===== src/rtl/refsched_pkg.sv =====
package refsched_pkg;

    localparam int BANKS      = 8;
    localparam int BANK_IDX_W = $clog2(BANKS);

    typedef logic [BANK_IDX_W-1:0] bank_idx_t;
    typedef logic [BANKS-1:0]      bank_mask_t;

    typedef enum logic {
        SCOPE_ALL  = 1'b0,
        SCOPE_BANK = 1'b1
    } ref_scope_e;

    typedef struct packed {
        logic       fire;
        ref_scope_e scope;
        bank_idx_t  bank;
    } ref_issue_t;

    function automatic bank_idx_t bank_after(bank_idx_t b);
        return bank_idx_t'((int'(b) + 1) % BANKS);
    endfunction

    function automatic bank_mask_t target_mask(ref_scope_e s, bank_idx_t b);
        bank_mask_t m;
        if (s == SCOPE_ALL) begin
            m = '1;
        end else begin
            m = '0;
            m[b] = 1'b1;
        end
        return m;
    endfunction

endpackage


===== src/rtl/refsched_interval.sv =====
module refsched_interval
    import refsched_pkg::*;
#(
    parameter int INTERVAL_TICKS = 3120
) (
    input  logic       clk,
    input  logic       rst,
    input  logic       tick,
    input  ref_scope_e scope,
    output logic       due
);
    localparam int CW     = $clog2(INTERVAL_TICKS);
    localparam int LIM_AB = INTERVAL_TICKS - 1;
    localparam int LIM_PB = INTERVAL_TICKS / BANKS - 1;

    logic [CW-1:0] cnt;
    logic [CW-1:0] lim;

    always_comb begin
        lim = (scope == SCOPE_ALL) ? CW'(LIM_AB) : CW'(LIM_PB);
        due = tick && (cnt >= lim);
    end

    always_ff @(posedge clk) begin
        if (rst) begin
            cnt <= '0;
        end else if (tick) begin
            cnt <= due ? '0 : cnt + 1'b1;
        end
    end

    assert_cnt_bound_R2: assert property (@(posedge clk) disable iff (rst)
        cnt <= CW'(LIM_AB));

    assert_hold_no_tick_R2: assert property (@(posedge clk) disable iff (rst)
        !tick |=> $stable(cnt));

endmodule


===== src/rtl/refsched_debt.sv =====
module refsched_debt #(
    parameter int OWED_MAX = 8,
    parameter int PW       = $clog2(OWED_MAX + 1)
) (
    input  logic          clk,
    input  logic          rst,
    input  logic          due,
    input  logic          fire,
    output logic [PW-1:0] owed
);
    always_ff @(posedge clk) begin
        if (rst) begin
            owed <= '0;
        end else begin
            unique case ({due, fire})
                2'b10:   if (owed != PW'(OWED_MAX)) owed <= owed + 1'b1;
                2'b01:   owed <= owed - 1'b1;
                default: owed <= owed;
            endcase
        end
    end

    assert_no_overflow_R5: assert property (@(posedge clk) disable iff (rst)
        owed <= PW'(OWED_MAX));

    assert_sat_hold_R5: assert property (@(posedge clk) disable iff (rst)
        (owed == PW'(OWED_MAX) && due && !fire) |=> owed == PW'(OWED_MAX));

    assert_fire_needs_debt_R5: assert property (@(posedge clk) disable iff (rst)
        fire |-> owed != '0);

endmodule


===== src/rtl/refsched_bank_timer.sv =====
module refsched_bank_timer #(
    parameter int TW = 8
) (
    input  logic          clk,
    input  logic          rst,
    input  logic          load,
    input  logic [TW-1:0] load_val,
    output logic          busy
);
    logic [TW-1:0] cnt;

    always_ff @(posedge clk) begin
        if (rst) begin
            cnt <= '0;
        end else if (load) begin
            cnt <= load_val;
        end else if (cnt != '0) begin
            cnt <= cnt - 1'b1;
        end
    end

    assign busy = (cnt != '0);

    assert_countdown_R6: assert property (@(posedge clk) disable iff (rst)
        (busy && !load) |=> cnt == $past(cnt) - 1'b1);

    assert_load_sets_busy_R7: assert property (@(posedge clk) disable iff (rst)
        (load && load_val != '0) |=> busy);

endmodule


===== src/rtl/refsched_select.sv =====
module refsched_select
    import refsched_pkg::*;
(
    input  logic       clk,
    input  logic       rst,
    input  ref_scope_e scope,
    input  logic       owed_nz,
    input  bank_mask_t bank_idle,
    input  bank_mask_t bank_busy,
    input  logic       ref_gnt,
    output logic       ref_req,
    output ref_issue_t issue
);
    bank_idx_t ptr;
    logic      ready;

    always_comb begin
        if (scope == SCOPE_BANK) begin
            ready = bank_idle[ptr] && !bank_busy[ptr];
        end else begin
            ready = (&bank_idle) && !(|bank_busy);
        end
        ref_req     = owed_nz && ready;
        issue.fire  = ref_req && ref_gnt;
        issue.scope = scope;
        issue.bank  = ptr;
    end

    always_ff @(posedge clk) begin
        if (rst) begin
            ptr <= '0;
        end else if (issue.fire && scope == SCOPE_BANK) begin
            ptr <= bank_after(ptr);
        end
    end

    assert_ptr_step_R8: assert property (@(posedge clk) disable iff (rst)
        (issue.fire && scope == SCOPE_BANK) |=> ptr == bank_idx_t'($past(ptr) + 1'b1));

    assert_ptr_hold_R8: assert property (@(posedge clk) disable iff (rst)
        !(issue.fire && scope == SCOPE_BANK) |=> $stable(ptr));

    assert_req_not_busy_R4: assert property (@(posedge clk) disable iff (rst)
        (ref_req && scope == SCOPE_BANK) |-> !bank_busy[ptr]);

endmodule


===== src/rtl/refsched_top.sv =====
module refsched_top
    import refsched_pkg::*;
#(
    parameter int INTERVAL_TICKS = 3120,
    parameter int TRFC_ALL       = 168,
    parameter int TRFC_BANK      = 72,
    parameter int OWED_MAX       = 8,
    parameter int PW             = $clog2(OWED_MAX + 1)
) (
    input  logic                  clk,
    input  logic                  rst,
    input  logic                  tick,
    input  logic                  mode_per_bank,
    input  logic [BANKS-1:0]      bank_idle,
    input  logic                  ref_gnt,
    output logic                  ref_req,
    output logic                  ref_all,
    output logic [BANK_IDX_W-1:0] ref_bank,
    output logic [BANKS-1:0]      bank_blocked,
    output logic [PW-1:0]         owed
);
    localparam int TRFC_MAX = (TRFC_ALL > TRFC_BANK) ? TRFC_ALL : TRFC_BANK;
    localparam int TW       = $clog2(TRFC_MAX + 1);

    ref_scope_e    scope;
    logic          due;
    ref_issue_t    issue;
    bank_mask_t    load_mask;
    logic [TW-1:0] load_val;

    assign scope = mode_per_bank ? SCOPE_BANK : SCOPE_ALL;

    refsched_interval #(.INTERVAL_TICKS(INTERVAL_TICKS)) u_interval (
        .clk(clk), .rst(rst), .tick(tick), .scope(scope), .due(due)
    );

    refsched_debt #(.OWED_MAX(OWED_MAX), .PW(PW)) u_debt (
        .clk(clk), .rst(rst), .due(due), .fire(issue.fire), .owed(owed)
    );

    refsched_select u_select (
        .clk(clk), .rst(rst), .scope(scope), .owed_nz(owed != '0),
        .bank_idle(bank_idle), .bank_busy(bank_blocked), .ref_gnt(ref_gnt),
        .ref_req(ref_req), .issue(issue)
    );

    always_comb begin
        load_mask = issue.fire ? target_mask(issue.scope, issue.bank) : '0;
        load_val  = (issue.scope == SCOPE_ALL) ? TW'(TRFC_ALL) : TW'(TRFC_BANK);
    end

    for (genvar b = 0; b < BANKS; b++) begin : g_bank
        refsched_bank_timer #(.TW(TW)) u_timer (
            .clk(clk), .rst(rst), .load(load_mask[b]), .load_val(load_val),
            .busy(bank_blocked[b])
        );
    end

    assign ref_all  = (scope == SCOPE_ALL);
    assign ref_bank = issue.bank;

    assert_bank_blocked_R6: assert property (@(posedge clk) disable iff (rst)
        (issue.fire && mode_per_bank) |=> bank_blocked[$past(ref_bank)]);

    assert_all_blocked_R7: assert property (@(posedge clk) disable iff (rst)
        (issue.fire && !mode_per_bank) |=> &bank_blocked);

    assert_req_needs_debt_R4: assert property (@(posedge clk) disable iff (rst)
        ref_req |-> owed != '0);

    assert_stray_grant_R9: assert property (@(posedge clk) disable iff (rst)
        (ref_gnt && !ref_req) |=> $stable(ref_bank));

endmodule


===== config.mk =====
export PLATFORM = sky130hd
export DESIGN_NAME = refsched_top
export DESIGN_NICKNAME = d
export VERILOG_FILES = /design/src/rtl/refsched_pkg.sv /design/src/rtl/refsched_interval.sv /design/src/rtl/refsched_debt.sv /design/src/rtl/refsched_bank_timer.sv /design/src/rtl/refsched_select.sv /design/src/rtl/refsched_top.sv
export SDC_FILE = /design/constraint.sdc
export NUM_CORES = 1
export LEC_CHECK = 0
export BUFFER_PORTS_ARGS = -buffer_cell sky130_fd_sc_hd__buf_2
export CAP_MARGIN = 10
export CORE_UTILIZATION = 30
export DETAILED_ROUTE_END_ITERATION = 16
export HOLD_SLACK_MARGIN = 0.15
export PLACE_DENSITY = 0.46
export SLEW_MARGIN = 0
export SYNTH_ARGS = -nofsm -noshare
export SYNTH_HDL_FRONTEND = slang
export SYNTH_SLANG_ARGS = --single-unit
export TNS_END_PERCENT = 30

===== constraint.sdc =====
create_clock -name clk -period 3.37 [get_ports clk]
set_input_delay 0.674 -clock clk [delete_from_list [all_inputs] [get_ports clk]]
set_output_delay 0.674 -clock clk [all_outputs]
set_load 0.02 [all_outputs]

# Word-level counts from Yosys, hierarchy flattened
# Index checks and enable logic that the tools add are counted.
[totals] reg_bits=83 latchBits=0 ramBits=0 rom_bits=0 in_bits=13 output_inout_bits=17 elab_cells=92 memories=0
[op_classes] add_sub_neg=12 n_mul=0 n_div=0 order_cmp=3 eq_ne=4 n_shift=0 n_mux=31 n_bitwise=1 n_reduce_logical=30
[op_table] operator="$mux W8" n=19
[op_table] operator="$reduce_bool A8 Y1" n=8
[op_table] operator="$sub A8 B1 Y8 const B" n=8
[op_table] operator="$mux W12" n=2
[op_table] operator="$reduce_bool A2 Y1" n=9
[op_table] operator="$add A12 B1 Y12 const B" n=1
[op_table] operator="$ge A12 B12 Y1" n=1
[op_table] operator="$pmux W4 S2" n=1
[op_table] operator="$reduce_and A8 Y1" n=1
[op_table] operator="$reduce_or A8 Y1" n=1
[op_table] operator="$logic_and A1 B1 Y1" n=7
[op_table] operator="$bmux W1 S3" n=2
[op_table] operator="$mux W1" n=5
[op_table] operator="$add A4 B1 Y4 const B" n=1
[op_table] operator="$lt A3 B4 Y1 const B" n=1
[op_table] operator="$mux W4" n=1
[op_table] operator="$ne A4 B4 Y1 const B" n=1
[op_table] operator="$reduce_bool A4 Y1" n=1
[op_table] operator="$sub A4 B1 Y4 const B" n=1
[op_table] operator="$add A3 B1 Y3 const B" n=1
[op_table] operator="$demux W1 S3" n=1
[op_table] operator="$ge A3 B1 Y1 const B" n=1
[op_table] operator="$eq A2 B1 Y1 const B" n=1
[op_table] operator="$eq A2 B2 Y1 const B" n=1
[op_table] operator="4 further kinds" n=5

# Depth between registers and ports, before layout
[logic_depth] word_depth=11 depth_mapped=15 ltp_nobuf=15

# Modules after synthesis
# A second synthesis with hierarchy kept.
[unflattened] hier_cells=607 area_unflattened_um2=5456.5
[modules_own_cells] module="refsched_bank_timer" n_inst=8 cells_per_inst=54 area_per_inst_um2=479.2 seq_area_each_um2=160.2
[modules_own_cells] module="refsched_interval" n_inst=1 cells_per_inst=79 area_per_inst_um2=734.5 seq_area_each_um2=240.2
[modules_own_cells] module="refsched_select" n_inst=1 cells_per_inst=44 area_per_inst_um2=485.5 seq_area_each_um2=60.1
[modules_own_cells] module="refsched_debt" n_inst=1 cells_per_inst=31 area_per_inst_um2=292.8 seq_area_each_um2=80.1
[modules_own_cells] module="refsched_top" n_inst=1 cells_per_inst=21 area_per_inst_um2=110.1 seq_area_each_um2=0.0

# Least setup slack after synthesis
# OpenSTA, ideal clock, no wires.
[synth_path] kind="register -> register" start="register g_bank[1].u_timer.cnt[2]" end="register u_debt.owed[3]" setup_ps=91 t_arrival_ps=3955 required_time_ps=3279 setup_slack_ps=-676 path_stages_with_launch=14 path_buffers=1 synth_period_minus_slack_ps=4046 cell_sequence="dfxtp_1 > or4_4 > or4b_4 > buf_6 > nor3_1 > nand2_1 > o41ai_1 > and3_1 > ha_1 > a21o_1 > a21oi_1 > or4_1 > mux2i_1 > a311oi_1"
[synth_between] elab_chain_len=11 word_cells_on_any_way=17 cone_classes="eq/ne: 3; mux: 4; reduce/logical: 10"
[synth_lines] element="start: declaration" line_no="refsched_bank_timer.sv:10" source="logic [TW-1:0] cnt;"
[synth_lines] element="start signal: assignment" line_no="refsched_bank_timer.sv:16" source="cnt <= load_val;"
[synth_lines] element="start signal: assignment" line_no="refsched_bank_timer.sv:18" source="cnt <= cnt - 1'b1;"
[synth_lines] element="$reduce_bool A8 Y1 *" line_no="refsched_bank_timer.sv:22" source="assign busy = (cnt != '0);"
[synth_lines] element="via g_bank[1].u_timer.busy" line_no="refsched_bank_timer.sv:8" source="output logic busy"
[synth_lines] element="$bmux W1 S3" line_no="refsched_select.sv:19" source="ready = bank_idle[ptr] && !bank_busy[ptr];"
[synth_lines] element="$mux W1 (not written as such)" line_no="refsched_select.sv:19"
[synth_lines] element="$logic_not A1 Y1" line_no="refsched_select.sv:19"
[synth_lines] element="$logic_and A1 B1 Y1" line_no="refsched_select.sv:19"
[synth_lines] element="$mux W1 *" line_no="refsched_select.sv:18" source="if (scope == SCOPE_BANK) begin"
[synth_lines] element="$logic_and A1 B1 Y1 *" line_no="refsched_select.sv:23" source="ref_req = owed_nz && ready;"
[synth_lines] element="via ref_req" line_no="refsched_top.sv:16" source="output logic ref_req,"
[synth_lines] element="$logic_and A1 B1 Y1 *" line_no="refsched_select.sv:24" source="issue.fire = ref_req && ref_gnt;"
[synth_lines] element="$eq A2 B2 Y1 / $eq A2 B1 Y1 (equally long branches)" line_no="refsched_debt.sv:15" source="unique case ({due, fire})"
[synth_lines] element="$ne A2 B1 Y1 (no source line) / $reduce_bool A2 Y1 (equally long branches)"
[synth_lines] element="$reduce_and A2 Y1 (no source line)"
[synth_lines] element="end signal: assignment" line_no="refsched_debt.sv:16" source="2'b10: if (owed != PW'(OWED_MAX)) owed <= owed + 1'b1;"
[synth_lines] element="end signal: assignment" line_no="refsched_debt.sv:17" source="2'b01: owed <= owed - 1'b1;"
[synth_lines] element="end signal: assignment" line_no="refsched_debt.sv:18" source="default: owed <= owed;"
[synth_lines] element="end: declaration" line_no="refsched_debt.sv:9" source="output logic [PW-1:0] owed"
# Mark *: on every way through the listed nets, which the timed path passes. The rest lies on a longest branch. The select of a mux whose other input is x is not followed.
# A chain may end at the register's enable or synchronous reset.

# Final worst setup path
[layout_path] start="register g_bank[1].u_timer.cnt[5]" end="register u_debt.owed[3]"
[layout_between] elab_chain_len=11 word_cells_on_any_way=17 cone_classes="eq/ne: 3; mux: 4; reduce/logical: 10"
[layout_lines] element="$reduce_bool A8 Y1 *" line_no="refsched_bank_timer.sv:22"
[layout_lines] element="$bmux W1 S3" line_no="refsched_select.sv:19"
[layout_lines] element="$mux W1 (not written as such)" line_no="refsched_select.sv:19"
[layout_lines] element="$logic_not A1 Y1" line_no="refsched_select.sv:19"
[layout_lines] element="$logic_and A1 B1 Y1" line_no="refsched_select.sv:19"
[layout_lines] element="$mux W1 *" line_no="refsched_select.sv:18"
[layout_lines] element="$logic_and A1 B1 Y1 *" line_no="refsched_select.sv:23"
[layout_lines] element="$logic_and A1 B1 Y1 *" line_no="refsched_select.sv:24"
[layout_lines] element="$eq A2 B2 Y1 / $eq A2 B1 Y1 (equally long branches)" line_no="refsched_debt.sv:15"
[layout_lines] element="$ne A2 B1 Y1 (no source line) / $reduce_bool A2 Y1 (equally long branches)"
[layout_lines] element="$reduce_and A2 Y1 (no source line)"
# Mark *: on every way between the ends. The rest lies on a longest branch, timed or not. The select of a mux whose other input is x is not followed.

==> results.py <==
metrics = {
    "yosys": {
        "post_synthesis_average_cell_area_um2": 8.18,
        "post_synth_main_area_contributors": "sky130_fd_sc_hd__dfxtp_1 (35%), sky130_fd_sc_hd__ha_1 (7.2%), sky130_fd_sc_hd__nor2_1 (6.3%)",
        "synth_cells": 575,
        "yosysWarnings": 0,
        "post_synth_instance_area_mm2": 0.00470,
        "synth_seq_cells": 83,
        "distinct_cell_type_count_after_synthesis": 54,
        "ys.flop_type": "sky130_fd_sc_hd__dfxtp_1",
        "synth_edf_count": 0,
        "synth_area_leader_cell": "sky130_fd_sc_hd__dfxtp_1",
        "synth_largest_type_area_fraction_pct": 35.3,
        "ys_async_sr_fraction_pct": 0,
        "synth_sequential_area_ratio_pct": 35.3,
        "synth_fp_nets": 616,
    },
    "clock_network": {
        "cts.clk_slew.worst_paths_ns": 0.06,
        "cts_root_buf": "sky130_fd_sc_hd__clkbuf_16",
        "cts.path.max_buffers": 2,
        "htree_num_levels": 3,
        "clock_tree_from_tritoncts": "yes",
        "clock_insertion_delay_worst_skew_ns": 0.35,
        "cts-buffers-inserted": 9,
        "cts.sinks": 83,
        "cts_post_setup_buffers_inserted": 0,
    },
    "layout": {
        "layout.area.seq_mm2": 0.00166,
        "final_nets": 665,
        "multi_input_area_mm2": 0.00291,
        "post-route-cell-area_mm2": 0.00561,
        "antennaDiodeCount": 0,
        "post_route_cells_drive_above_1_share_pct": 17.2,
        "filler_cell_count": 1575,
        "finalCoreUtilization_pct": 36.8,
        "area_growth_pct": 19.3,
    },
    "global_route": {
        "grt_pass1_vias": 3988,
        "grt.total_usage_pct": 15.4,
        "global_route.usage.met3_pct": 2.51,
        "grt.overflow.total": 0,
        "wire_length_of_the_first_global_routing_pass_um": 19600,
        "grt_max_degree": 27,
        "grt.busiest_layer": "met2",
        "globalRouteMet1Util_pct": 20.1,
        "gr-usage-met2_pct": 24.7,
        "initial_antenna_violation_count": 0,
    },
    "worst_setup_path": {
        "worst_setup_path_start_kind": "flip-flop",
        "crit_path_max_fanout": 3,
        "critical_path_required_ns": 3.58,
        "reg2regPathDepth": 12,
        "cell_breakdown_of_the_critical_path": "or4_4 > or4b_4 > a32oi_4 > nand4_1 > o41ai_4 > and3_4 > ha_1 > a21o_1 > a21oi_2 > or4_1 > mux2i_1 > a311oi_1",
        "end_kind": "flip-flop",
        "crit_path_max_incr_delay_ns": 0.54,
        "critical-path-slowest-cell": "sky130_fd_sc_hd__or4_4",
        "critical_path_arrival_ns": 3.53,
        "criticalPathCategory": "flip-flop to flip-flop",
    },
    "sta": {
        "fmax_ghz": 0.302,
        "report.final.hold_viol_count": 0,
        "final_period_minus_worst_setup_slack_ns": 3.31,
        "min_period_over_period_pct": 98.3,
        "setup_repair_after_global_routing_missed_its_margin": "yes",
        "setup_total_negative_slack_ns": 0,
        "worstMarginPinSlew_ns": 0.566,
        "timing.final.setup_violations": 0,
        "slew_violations": 0,
        "clock_skew_ns": 0.00974,
        "slew-limit-headroom_pct": 61.3,
    },
    "min_path": {
        "worst_hold_path_type": "flip-flop to flip-flop",
        "hold-path-cell-count": 2,
    },
    "place": {
        "gp_routability_congestion": 0.783,
        "dp_hpwl_um": 8280,
        "post_dp_cell_area_mm2": 0.00530,
        "port_buffers": 29,
    },
    "routing": {
        "drt-wirelength-per-cell_um": 13.5,
        "dr_iter_0_viols": 200,
        "drc_errors": 0,
        "drt_first_pass_iters": 4,
        "drt.antenna.violating_nets": 0,
        "wirelength_um": 11300,
        "vias": 4070,
        "detail_route.vias_per_cell": 4.86,
    },
    "job": {
        "drv.max_cap_violation_count": 0,
    },
    "floorplan": {
        "ioPinCount": 30,
        "num_rows": 45,
        "design.die.area_mm2": 0.0162,
        "die_height_um": 127,
        "placeableCoreArea_mm2": 0.0153,
        "die_width_um": 127,
        "start_util_pct": 30.8,
    },
    "outcome": {
        "status": "finished, final reports clean",
    },
    "pwr": {
        "static-leakage-power_uw": 0.00232,
        "p_per_area_mw_per_mm2": 925,
        "vdd_ir_drop_max_v": 0.000445,
    },
}
state kept, by name, summed over array words and instances (netlist names):
signal              cells
g_bank.u_timer.cnt     64
u_debt.owed             4
u_interval.cnt         12
u_select.ptr            3
through the flow:
step | power (µW) | instances | worst slack (ns) | hold WS (ns)
floorplan | 3550 | 575 | -0.0175 | 0.463
global placement | 4180 | 824 | -0.0733 | 0.485
detailed placement | 4210 | 824 | -0.159 | 0.494
CTS | 5230 | 838 | 0.0235 | 0.503
global route | 5670 | 838 | -0.138 | 0.536
finish | 5190 | 838 | 0.0559 | 0.499
layout make-up:
type / instances / area share, %
clock inverters: 3 / 0.714
clock buffers: 11 / 4.33
repair buffers: 63 / 7.14
multi-input cells: 443 / 51.9
well taps: 211 / 4.71
inverters: 24 / 1.61
flip-flops and latches: 83 / 29.7
where the power goes:
group / switching [µW] / internal (µW)
sequential: 330 / 1310
combinational: 1360 / 1210
clock: 393 / 584
critical path: cells and delay by family, from the launching register on:
kind,cells,cell delay (ns)
mux,1,0.14
fa+ha+maj,1,0.14
compound gates,5,0.58
simple gates,5,2.00
flops,1,0.31
cells in the final DEF, fill, tap and decap left out, types with 23 or more instances in the layout:
cell type	instances
sky130_fd_sc_hd__ha_1	26
sky130_fd_sc_hd__buf_4	34
sky130_fd_sc_hd__nand2_1	63
sky130_fd_sc_hd__a21oi_1	45
sky130_fd_sc_hd__dfxtp_1	81
sky130_fd_sc_hd__nor3_1	31
sky130_fd_sc_hd__buf_2	29
sky130_fd_sc_hd__xor2_1	23
sky130_fd_sc_hd__nor2_1	79
per-layer routing:
layer  up-vias  wire (µm)  share of wire [%]
met5         -          0                  0
met4         0        245                2.2
met3        13        325                2.9
met2        57       4930                 44
met1      1891       5830                 51
li1       2109          -                  -
timing repair:
action,CTS,global route
endpoints found under the setup margin,1,3
endpoints found under the hold margin,0,0
pin swaps,3,0
gates resized for setup,1,6
hold buffers,0,0
Yosys cell counts, types with 2 or more instances:
| cell | count |
|---|---|
| sky130_fd_sc_hd__dfxtp_1 | 83 |
| sky130_fd_sc_hd__nor2_1 | 79 |
| sky130_fd_sc_hd__nand2_1 | 64 |
| sky130_fd_sc_hd__a21oi_1 | 47 |
| sky130_fd_sc_hd__nor3_1 | 32 |
| sky130_fd_sc_hd__ha_1 | 27 |
| sky130_fd_sc_hd__inv_1 | 24 |
| sky130_fd_sc_hd__xor2_1 | 23 |
| sky130_fd_sc_hd__xnor2_1 | 22 |
| sky130_fd_sc_hd__clkbuf_1 | 13 |
| sky130_fd_sc_hd__nand3_1 | 11 |
| sky130_fd_sc_hd__or4_1 | 11 |
| sky130_fd_sc_hd__a211oi_1 | 9 |
| sky130_fd_sc_hd__a21o_1 | 9 |
| sky130_fd_sc_hd__o21ai_0 | 9 |
| sky130_fd_sc_hd__or3_1 | 9 |
| sky130_fd_sc_hd__buf_4 | 8 |
| sky130_fd_sc_hd__nand2b_1 | 8 |
| sky130_fd_sc_hd__nand4_1 | 8 |
| sky130_fd_sc_hd__nor3b_1 | 7 |
| sky130_fd_sc_hd__a31oi_1 | 6 |
| sky130_fd_sc_hd__mux2i_1 | 6 |
| sky130_fd_sc_hd__nor4_1 | 6 |
| sky130_fd_sc_hd__and3_1 | 5 |
| sky130_fd_sc_hd__mux2_2 | 5 |
| sky130_fd_sc_hd__nand3b_1 | 5 |
| sky130_fd_sc_hd__a221oi_1 | 3 |
| sky130_fd_sc_hd__nor2b_1 | 3 |
| sky130_fd_sc_hd__nor4_2 | 3 |
| sky130_fd_sc_hd__a2111oi_0 | 2 |
| sky130_fd_sc_hd__buf_6 | 2 |
| sky130_fd_sc_hd__nand4b_1 | 2 |
| sky130_fd_sc_hd__o21a_1 | 2 |
| sky130_fd_sc_hd__o31ai_1 | 2 |
logic make-up after synthesis:
family                   synth area share, %
AO/OA/AOI/OAI                           13.1
multiplexers                            2.47
adder cells (fa/ha/maj)                 7.61
buffers and inverters                   4.89
XOR/XNOR                                8.38
AND/OR/NAND/NOR                         28.2
flip-flops                              35.3
worst paths after layout:
| check | from | end | slack, ns |
|---|---|---|---|
| worst min register to register | g_bank[5].u_timer.cnt[4] | g_bank[5].u_timer.cnt[4] | 0.50 |
| worst max-delay path | g_bank[1].u_timer.cnt[5] | u_debt.owed[3] | 0.06 |
| worst min-delay path | g_bank[5].u_timer.cnt[4] | g_bank[5].u_timer.cnt[4] | 0.50 |
| worst max register to register | g_bank[1].u_timer.cnt[5] | u_debt.owed[3] | 0.06 |
(Power assumes the default switching activity.)
